**src/rtl/lane_align_pkg.sv**
```systemverilog
package lane_align_pkg;
  typedef enum logic [1:0] {
    CGS_INIT  = 2'd0,
    CGS_CHECK = 2'd1,
    CGS_DATA  = 2'd2
  } cgs_e;

  localparam logic [7:0] SYM_K = 8'hBC;
  localparam logic [7:0] SYM_F = 8'hFC;
  localparam logic [7:0] SYM_A = 8'h7C;
endpackage

```
**src/rtl/lane_cgs_fsm.sv**
```systemverilog
module lane_cgs_fsm import lane_align_pkg::*; #(
  parameter int NUM_OCT = 4,
  parameter int K_RUN   = 4
) (
  input  logic               clk,
  input  logic               rst,
  input  logic               lane_en,
  input  logic [NUM_OCT-1:0] is_k,
  output cgs_e               state_q,
  output logic               fs_q,
  output logic               fs_start
);
  localparam int KC_W = $clog2(K_RUN + 1);

  logic [KC_W-1:0] kcnt_q, kc;
  cgs_e            st;

  // walk octets in arrival order, lowest first
  always_comb begin
    st = state_q;
    kc = kcnt_q;
    for (int i = 0; i < NUM_OCT; i++) begin
      case (st)
        CGS_INIT: if (is_k[i]) begin
          st = CGS_CHECK;
          kc = KC_W'(1);
        end
        CGS_CHECK: if (is_k[i]) begin
          kc = kc + KC_W'(1);
          if (kc == KC_W'(K_RUN)) st = CGS_DATA;
        end else begin
          st = CGS_INIT;
          kc = '0;
        end
        default: ;
      endcase
    end
  end

  assign fs_start = lane_en && (state_q == CGS_DATA) && !fs_q && !is_k[0];

  always_ff @(posedge clk) begin
    if (rst || !lane_en) begin
      state_q <= CGS_INIT;
      kcnt_q  <= '0;
      fs_q    <= 1'b0;
    end else begin
      state_q <= st;
      kcnt_q  <= kc;
      fs_q    <= fs_q | fs_start;
    end
  end

  p_legal_state_r1: assert property (@(posedge clk) disable iff (rst)
    state_q inside {CGS_INIT, CGS_CHECK, CGS_DATA});
  p_fs_needs_data_r4: assert property (@(posedge clk) disable iff (rst)
    fs_q |-> state_q == CGS_DATA);
  p_disabled_init_r12: assert property (@(posedge clk) disable iff (rst)
    !lane_en |=> (state_q == CGS_INIT) && !fs_q);
  p_data_sticky_r2: assert property (@(posedge clk) disable iff (rst)
    (state_q == CGS_DATA) && lane_en |=> state_q == CGS_DATA);
endmodule

```
**src/rtl/lane_frame_tracker.sv**
```systemverilog
module lane_frame_tracker import lane_align_pkg::*; #(
  parameter int NUM_OCT = 4,
  parameter int POS_W   = 8,
  parameter int FW      = 3
) (
  input  logic                 clk,
  input  logic                 rst,
  input  logic                 lane_en,
  input  logic                 active,
  input  logic                 restart,
  input  logic [FW-1:0]        cfg_fm1,
  input  logic [POS_W-1:0]     cfg_kfm1,
  input  logic                 cfg_repl_dis,
  input  logic [NUM_OCT*8-1:0] data,
  input  logic [NUM_OCT-1:0]   ctrl,
  output logic [NUM_OCT-1:0]   misalign,
  output logic [NUM_OCT-1:0]   unexp,
  output logic [NUM_OCT-1:0]   replaced
);
  logic [POS_W-1:0] pos_q, pos_end;
  logic [POS_W-1:0] pos_oct [NUM_OCT];

  always_comb begin
    logic [POS_W-1:0] p;
    p = restart ? '0 : pos_q;
    for (int i = 0; i < NUM_OCT; i++) begin
      pos_oct[i] = p;
      p = (p == cfg_kfm1) ? '0 : p + POS_W'(1);
    end
    pos_end = p;
  end

  for (genvar g = 0; g < NUM_OCT; g++) begin : g_oct
    logic [7:0] byte_v;
    logic is_a, is_f, f_end, mf_end, placed_ok, repl_on;
    assign byte_v    = data[8*g +: 8];
    assign is_a      = ctrl[g] && (byte_v == SYM_A);
    assign is_f      = ctrl[g] && (byte_v == SYM_F);
    assign f_end     = (pos_oct[g][FW-1:0] & cfg_fm1) == cfg_fm1;
    assign mf_end    = pos_oct[g] == cfg_kfm1;
    assign placed_ok = (is_a && f_end && mf_end) || (is_f && f_end && !mf_end);
    assign repl_on   = active && !cfg_repl_dis;
    assign replaced[g] = repl_on && placed_ok;
    assign misalign[g] = repl_on && (is_a || is_f) && !placed_ok;
    assign unexp[g]    = active && ctrl[g] && !(!cfg_repl_dis && (is_a || is_f));
  end

  always_ff @(posedge clk) begin
    if (rst || !lane_en) pos_q <= '0;
    else                 pos_q <= active ? pos_end : '0;
  end

  p_repl_excl_r6: assert property (@(posedge clk) disable iff (rst)
    (replaced & misalign) == '0);
  p_idle_pos_r4: assert property (@(posedge clk) disable iff (rst)
    !active |=> pos_q == '0);
  p_no_flags_idle_r12: assert property (@(posedge clk) disable iff (rst)
    !active |-> (misalign | unexp | replaced) == '0);
endmodule

```
**src/rtl/lane_err_counter.sv**
```systemverilog
module lane_err_counter #(
  parameter int NUM_OCT = 4,
  parameter int CNT_W   = 32
) (
  input  logic               clk,
  input  logic               rst,
  input  logic               clear,
  input  logic [2:0]         mask,
  input  logic [NUM_OCT-1:0] ctrl_err,
  input  logic [NUM_OCT-1:0] nit_err,
  input  logic [NUM_OCT-1:0] disp_err,
  output logic [CNT_W-1:0]   cnt_q
);
  localparam int MAX_STEP = 3 * NUM_OCT;
  localparam int SUM_W    = $clog2(MAX_STEP + 1);

  logic [SUM_W-1:0] sum;

  always_comb begin
    sum = '0;
    for (int i = 0; i < NUM_OCT; i++) begin
      sum = sum + SUM_W'(ctrl_err[i] & ~mask[0])
                + SUM_W'(nit_err[i]  & ~mask[1])
                + SUM_W'(disp_err[i] & ~mask[2]);
    end
  end

  always_ff @(posedge clk) begin
    if (rst || clear) cnt_q <= '0;
    else              cnt_q <= cnt_q + CNT_W'(sum);
  end

  p_clear_zero_r11: assert property (@(posedge clk) disable iff (rst)
    clear |=> cnt_q == '0);
  p_step_bound_r10: assert property (@(posedge clk) disable iff (rst)
    !clear |=> (cnt_q - $past(cnt_q)) <= CNT_W'(MAX_STEP));
endmodule

```
**src/rtl/lane_align_rx.sv**
```systemverilog
module lane_align_rx import lane_align_pkg::*; #(
  parameter int NUM_OCT = 4,
  parameter int POS_W   = 8,
  parameter int FW      = 3,
  parameter int CNT_W   = 32,
  parameter int K_RUN   = 4
) (
  input  logic                 clk,
  input  logic                 rst,
  input  logic                 lane_en,
  input  logic [NUM_OCT*8-1:0] in_data,
  input  logic [NUM_OCT-1:0]   in_ctrl,
  input  logic [NUM_OCT-1:0]   in_disp_err,
  input  logic [NUM_OCT-1:0]   in_nit_err,
  input  logic [FW-1:0]        cfg_fm1,
  input  logic [POS_W-1:0]     cfg_kfm1,
  input  logic                 cfg_repl_dis,
  input  logic [2:0]           cfg_err_mask,
  input  logic                 cnt_clear,
  output logic [NUM_OCT*8-1:0] out_data,
  output logic [NUM_OCT-1:0]   out_ctrl,
  output logic [1:0]           cgs_state,
  output logic                 fs_ready,
  output logic                 align_err,
  output logic                 unexp_err,
  output logic [CNT_W-1:0]     err_count
);
  logic [NUM_OCT-1:0] is_k, misalign, unexp, replaced;
  cgs_e state_q;
  logic fs_q, fs_start, active;

  for (genvar g = 0; g < NUM_OCT; g++) begin : g_kdet
    assign is_k[g] = in_ctrl[g] && (in_data[8*g +: 8] == SYM_K);
  end

  lane_cgs_fsm #(.NUM_OCT(NUM_OCT), .K_RUN(K_RUN)) u_cgs (
    .clk(clk), .rst(rst), .lane_en(lane_en), .is_k(is_k),
    .state_q(state_q), .fs_q(fs_q), .fs_start(fs_start)
  );

  assign active = lane_en && (fs_q || fs_start);

  lane_frame_tracker #(.NUM_OCT(NUM_OCT), .POS_W(POS_W), .FW(FW)) u_trk (
    .clk(clk), .rst(rst), .lane_en(lane_en), .active(active),
    .restart(fs_start), .cfg_fm1(cfg_fm1), .cfg_kfm1(cfg_kfm1),
    .cfg_repl_dis(cfg_repl_dis), .data(in_data), .ctrl(in_ctrl),
    .misalign(misalign), .unexp(unexp), .replaced(replaced)
  );

  lane_err_counter #(.NUM_OCT(NUM_OCT), .CNT_W(CNT_W)) u_cnt (
    .clk(clk), .rst(rst), .clear(cnt_clear), .mask(cfg_err_mask),
    .ctrl_err(misalign | unexp),
    .nit_err(in_nit_err & {NUM_OCT{active}}),
    .disp_err(in_disp_err & {NUM_OCT{active}}),
    .cnt_q(err_count)
  );

  always_ff @(posedge clk) begin
    if (rst) begin
      out_data  <= '0;
      out_ctrl  <= '0;
      align_err <= 1'b0;
      unexp_err <= 1'b0;
    end else begin
      out_data  <= in_data;
      out_ctrl  <= in_ctrl & ~replaced;
      align_err <= |misalign;
      unexp_err <= |unexp;
    end
  end

  assign cgs_state = state_q;
  assign fs_ready  = fs_q;

  p_err_needs_sync_r6: assert property (@(posedge clk) disable iff (rst)
    (align_err || unexp_err) |-> fs_ready);
  p_repl_only_clears_r5: assert property (@(posedge clk) disable iff (rst)
    1'b1 |=> (out_ctrl & ~$past(in_ctrl)) == '0);
endmodule

```
**config.mk**
```make
export PLATFORM = sky130hd
export DESIGN_NAME = lane_align_rx
export DESIGN_NICKNAME = d
export VERILOG_FILES = /design/src/rtl/lane_align_pkg.sv /design/src/rtl/lane_cgs_fsm.sv /design/src/rtl/lane_frame_tracker.sv /design/src/rtl/lane_err_counter.sv /design/src/rtl/lane_align_rx.sv
export SDC_FILE = /design/constraint.sdc
export NUM_CORES = 1
export LEC_CHECK = 0
export ABC_CLOCK_PERIOD_IN_PS = 10400
export BUFFER_PORTS_ARGS = -buffer_cell sky130_fd_sc_hd__buf_2
export CORE_UTILIZATION = 50
export CTS_CLUSTER_SIZE = 14
export DETAILED_ROUTE_END_ITERATION = 8
export PLACE_DENSITY_LB_ADDON = 0.2
export SLEW_MARGIN = 20
export SYNTH_ARGS = -nofsm -noshare
export SYNTH_HDL_FRONTEND = slang
export SYNTH_SLANG_ARGS = --single-unit
```
**constraint.sdc**
```tcl
create_clock -name clk -period 10.4 [get_ports clk]
set_input_delay 1.56 -clock clk [delete_from_list [all_inputs] [get_ports clk]]
set_output_delay 1.56 -clock clk [all_outputs]
set_load 0.02 [all_outputs]
```
== Yosys cells after proc, flatten, opt, wreduce, memory -nomap -nowiden ==
Index checks and enable logic that the tools add are counted.
Word-level totals
  register bits: 84
  bits of input ports: 63
  output and inout port bits: 73
  logic and storage cells: 207
Operators by class
  $add $sub $neg: 20
  eq/ne operators: 29
  mux-type cells: 32
  bitwise gates (word level): 26
  reductions and logical operators: 91
Operators with widths (count)
  $eq A8 B8 Y1 const B: 8
  $logic_and A1 B1 Y1: 57
  $and A1 B4 Y4: 12
  $add A4 B4 Y4: 11
  $add A32 B4 Y32: 1
  $add A8 B1 Y8 const B: 4
  $eq A8 B7 Y1 const B: 4
  $eq A8 B8 Y1: 4
  $mux W8: 4
  $mux W2: 12
  $mux W3: 8
  $pmux W3 S2: 4
  $logic_not A1 Y1: 16
  $pmux W2 S2: 4
  $add A3 B1 Y3 const B: 4
  $and A3 B3 Y3: 4
  $and A4 B4 Y4: 3
  $eq A3 B3 Y1: 4
  $eq A3 B3 Y1 const B: 4
  $not A1 Y4: 3
  $logic_or A1 B1 Y1: 11
  $eq A2 B1 Y1 const B: 4
  $logic_not A2 Y1: 4
  $reduce_or A4 Y1: 2
  other kinds (6): 6

== Logic depth before layout (Yosys ltp) ==
  depth after elaboration: 32
  gate-level depth with buffers: 43
  gate-level depth less buffers: 41

== Hierarchy ==
A second synthesis with hierarchy kept.
Unflattened totals
  cells, all modules: 755
  area, all modules: 6306.0 sq um
Modules (own cells, without submodules)
  lane_frame_tracker: instances 1, cells each 348, area an instance 2457.4 sq um, seq. area each 160.2 sq um
  lane_err_counter: instances 1, cells each 208, area an instance 1880.6 sq um, seq. area each 640.6 sq um
  lane_align_rx: instances 1, cells each 107, area an instance 1257.5 sq um, seq. area each 760.7 sq um
  lane_cgs_fsm: instances 1, cells each 92, area an instance 710.7 sq um, seq. area each 120.1 sq um

== Worst setup path after synthesis ==
No wires, ideal clock.
  kind: in2reg
  start point: input port in_data[1]
  end point: register u_cnt.cnt_q[31]
  setup time: 128 ps
  data arrival time: 11029 ps
  required time: 10272 ps
  setup slack: -757 ps
  stages: 41
  path buffers: 2
  cell sequence: or3b_1 buf_2 o31ai_4 nand2_2 inv_1 ha_1 nand3_1 nor3_1 xnor2_1 xnor2_1 a31oi_1 a2bb2oi_2 o41a_1 ha_1 o21ai_0 nor4_2 xor2_1 or4b_1 [5 not listed] inv_1 fa_1 fa_1 fa_1 inv_1 ha_1 fa_1 ha_1 a21o_1 a21oi_1 nor2b_1 o21a_1 clkbuf_1 nand4_1 nor2_1 nand4_1 xor2_1 nor2_1
Between the ends
  longest elaborated chain between the ends: 26
  elaborated cells between the ends (all ways): 104
  those cells by class: add/sub: 15; eq/ne: 11; mux: 4; bitwise: 19; reduce/logical: 55
Ends and longest elaborated chain
  from (decl): RTL line lane_align_rx.sv:11  | input logic [NUM_OCT*8-1:0] in_data,
  $eq A8 B8 Y1: RTL line lane_align_rx.sv:33  | assign is_k[g] = in_ctrl[g] && (in_data[8*g +: 8] == SYM_K);
  $logic_and A1 B1 Y1: RTL line lane_align_rx.sv:33
  $logic_not A1 Y1: RTL line lane_cgs_fsm.sv:40  | assign fs_start = lane_en && (state_q == CGS_DATA) && !fs_q && !is_k[0];
  $logic_and A1 B1 Y1: RTL line lane_cgs_fsm.sv:40
  $mux W8: RTL line lane_frame_tracker.sv:25  | p = restart ? '0 : pos_q;
  $and A3 B3 Y3 (tied with other cells): RTL line lane_frame_tracker.sv:39  | assign f_end = (pos_oct[g][FW-1:0] & cfg_fm1) == cfg_fm1;
  $eq A3 B3 Y1 / $mux W8 (equally long branches): RTL line lane_frame_tracker.sv:39, lane_frame_tracker.sv:28
  $logic_and A1 B1 Y1 / $and A3 B3 Y3 (equally long branches): RTL line lane_frame_tracker.sv:41, lane_frame_tracker.sv:39
  [10 not listed]
  $add A4 B4 Y4: RTL line lane_err_counter.sv:24  | + SUM_W'(disp_err[i] & ~mask[2]);
  $add A4 B4 Y4: RTL line lane_err_counter.sv:22  | sum = sum + SUM_W'(ctrl_err[i] & ~mask[0])
  $add A4 B4 Y4: RTL line lane_err_counter.sv:23  | + SUM_W'(nit_err[i] & ~mask[1])
  $add A4 B4 Y4: RTL line lane_err_counter.sv:24
  $add A4 B4 Y4: RTL line lane_err_counter.sv:22
  $add A4 B4 Y4: RTL line lane_err_counter.sv:23
  $add A4 B4 Y4 (*): RTL line lane_err_counter.sv:24
  $add A32 B4 Y32 (*): RTL line lane_err_counter.sv:30  | else cnt_q <= cnt_q + CNT_W'(sum);
  to (signal assigned): RTL line lane_err_counter.sv:30
  to (decl): RTL line lane_err_counter.sv:12  | output logic [CNT_W-1:0] cnt_q
Mark *: on every way between the ends. The rest lies on a longest branch, timed or not.
A chain may end at the register's enable or synchronous reset.

== Final worst setup path ==
  start point: input port in_data[0]
  end point: register u_cnt.cnt_q[23]
Same word-level chain as after synthesis.

==> metrics.txt <==
outcome complete, no violations; Worst Path Max Fanout 7; Netlist cell types 84; Setup TNS 0 ns; clk sinks 84; r2r setup slk roughly 1.2 ns; Syn Area/Cell ~8.1 sq um; clock-pin slew on the worst setup and hold paths 0.07 ns; CTS tree built; post-synth net total about 810; final std cells w/o fill ~1,100; Clock Skews between 0.007 and 0.008 ns; DRC viols 0; pwr/cell area 97.03 mW/mm^2; Core Util, Final 0.6909; crit path kind in2reg; Final Hold Fails 0; LEAKAGE ~3.3 nW; worst skew pair latency between 0.3 and 0.4 ns; Die Wd around 110 microns; Place WS -0.4045 ns; Register Area approximately 0.0017 sq mm; Fmax roughly 0.1 GHz; DRT antenna net count 0; routed wire length between 15,000 and 20,000 microns; first-pass GRT wire length 28,300 microns; nets@finish slightly above 1,000; cts bufs inserted 9; YS warnings 0; hpwl dp 14,520 microns; actual slew at the worst max-slew pin 0.7224 ns; layout cells sized above 1 0.3149; PnR worst setup slack around 0.32 ns; Critical path origin in_data[0]; CP Capture Type flop; Synth Flop Type dfxtp_1; Pre-antenna DRT Iters 7; clock buffer depth 2; most used cell, CP fa_1; Critical Path RT ~11 ns; Arr. time, crit path 10.35 ns; Tmin final slightly above 10 ns; sequential fraction of the synthesis area 0.2915; vias in the first global route around 5,700; largest net degree at the start of global routing about 40; Placer Congestion about 1.0; Tot GR Track Use 0.3095; Mapped Cells around 710; clk root buf clkbuf_16; slowest cell on the critical path fa_1; post-synthesis cell area approximately 0.0058 sq mm; routed len/inst around 17 microns; Area Growth Syn to Fin 32.10%; H-tree depth 3; hold_buf cts 0; Final period util 0.9691; RSZ-0062 raised after global routing yes; FF+latch count, synth 84; die area between 0.01 and 0.015 sq mm; Pins Over Slew Limit 0; WP buf/inv 5; Crit path max-delay family adder cells; Port Buffer Count 135; Synth async-reset ratio 0; max incr delay on CP approximately 0.50 ns; via count slightly above 6,000; drt via density about 6; grt total ovfl 0; core area about 0.011 sq mm; Starting Density 0.5230; # fillers approximately 900; DRT iter0 DRCs just under 600; worst vdd ir approximately 0.11 mV; initial antenna violation count 2; Die Y ~110 microns; Reg-to-Reg Start u_trk.pos_q[2]$_SDFF_PP0_; # IOs 136; Rows 38; placed insts approximately 1,000; final hold slack a little over 0.5 ns; area of the multi-input gates ~0.004 sq mm; Final setup viols 0; startpoint types primary input; Min-Delay Path Class reg2reg; Hold Crit Start u_cnt.cnt_q[23]$_SDFF_PP0_; Max-cap violations 0; relative slew slack 0.5184; number of enable flip-flop cells after synthesis 0
-- path summary, 6_finish.rpt --
path	endpoint	cells past startpoint
worst min-delay path	u_cnt.cnt_q[23]$_SDFF_PP0_	2
worst max-delay path	u_cnt.cnt_q[23]$_SDFF_PP0_	39
worst max register to register	u_cnt.cnt_q[23]$_SDFF_PP0_	34
worst min register to register	u_cnt.cnt_q[23]$_SDFF_PP0_	2
-- cells by family after synthesis --
| logic type | count (synthesis) | synth area share |
|---|---|---|
| and+or+nand+nor | 323 | 0.2919 |
| AOI/OAI and AO/OA | 145 | 0.1945 |
| DFF | 84 | 0.2915 |
| buffers and inverters | 68 | 0.04814 |
| xor gates and xnor gates | 56 | 0.08502 |
| adders and majority gates | 28 | 0.07113 |
| muxes | 10 | 0.01778 |
-- cell type report --
class | count | area share
sequential | 84 | 0.2207
timing repair buffer | 219 | 0.1740
tap | 140 | 0.02298
inverter | 40 | 0.01970
clock inverter | 6 | 0.009358
multi-input combinational | 562 | 0.5216
clock buffer | 10 | 0.03136
antenna | 1 | 0.0003284
-- per-stage QoR --
step           cell area (sq um)  power, mW
6_report                    7621     0.7394
5_1_grt                     7619     0.7653
4_1_cts                     7500     0.7418
3_5_place_dp                7163     0.4127
3_3_place_gp                7163     0.4117
2_1_floorplan               5881     0.3761
-- worst register-to-register path: cells and delay by family (launching register included) --
kind | cells | cell delay [ns]
fa+ha+maj | 8 | 3.04
xor+xnor | 1 | 0.23
buf+inv | 5 | 0.66
compound gates | 12 | 2.78
simple gates | 7 | 1.62
flops | 1 | 0.57
mux | 1 | 0.26
-- what timing repair did --
action,in CTS,in global routing
endpoints found under the setup margin,13,28
pin swaps,0,24
resized for setup,3,22
setup buffers,1,5
-- cell usage in the layout, fill, tap and decap left out, types with 10 or more instances in the layout --
cell type / Yosys / final
a21oi_1: 22 / 21
a31oi_1: 10 / 10
and3_1: 11 / 11
buf_2: 6 / 133
buf_4: 2 / 82
dfxtp_1: 84 / 84
ha_1: 20 / 16
inv_1: 39 / 36
nand2_1: 60 / 57
nand2b_1: 12 / 12
nand3_1: 26 / 23
nand4_1: 13 / 13
nor2_1: 79 / 77
nor2b_1: 44 / 43
nor3_1: 19 / 17
o21ai_0: 26 / 22
or3_1: 12 / 12
xnor2_1: 28 / 27
xor2_1: 28 / 28
-- where the power goes --
part	internal (mW)	switching, mW	leakage (nW)	total [mW]
registers	0.329	0.00157	0.686	0.331
clock network	0.195	0.136	0.151	0.331
logic	0.0311	0.0470	2.44	0.0781
-- metal layers --
metal / wire length [microns] / GRT usage / share of wire / vias to the layer above
li1: - / - / - / 2946
met1: 7622 / 0.3934 / 0.41 / 2899
met2: 8652 / 0.5085 / 0.47 / 307
met3: 1758 / 0.07113 / 0.095 / 49
met4: 488 / 0.1171 / 0.026 / 2
met5: 12 / 0 / 0.00065 / -
-- synth_stat cells (3+ instances only) --
master	count	area [sq um]
dfxtp_1	84	1682
nor2_1	79	296.5
nand2_1	60	225.2
nor2b_1	44	275.3
inv_1	39	146.4
xnor2_1	28	245.2
xor2_1	28	245.2
nand3_1	26	130.1
o21ai_0	26	130.1
a21oi_1	22	110.1
ha_1	20	250.2
nor3_1	19	95.09
clkbuf_1	17	63.81
nand4_1	13	81.33
nand2b_1	12	75.07
or3_1	12	75.07
and3_1	11	68.82
a31oi_1	10	62.56
and2_1	9	56.30
o2111ai_1	9	78.83
fa_1	8	160.2
mux2i_1	8	80.08
a21o_1	7	52.55
nor4_1	7	43.79
buf_2	6	30.03
a2111oi_0	4	35.03
a211oi_1	4	30.03
a22o_1	4	35.03
o21a_1	4	30.03
or4_1	4	30.03
a211o_1	3	26.28
a21boi_0	3	22.52
a221oi_1	3	26.28
a22oi_1	3	22.52
a32oi_1	3	26.28
and4_1	3	26.28
nor3b_1	3	22.52
nor4b_1	3	26.28
o211ai_1	3	22.52
o21ai_1	3	15.01
o22ai_1	3	18.77
or2_2	3	18.77
-- flip-flops by register name, summed over array words and instances, names as in the netlist --
signal and cells:
out_ctrl 4, u_cnt.cnt_q 32, u_cgs.state_q 2, out_data 32, u_cgs.fs_q 1, align_err 1
unexp_err 1, u_trk.pos_q 8, u_cgs.kcnt_q 3
Power figures use the tool's default switching activity.
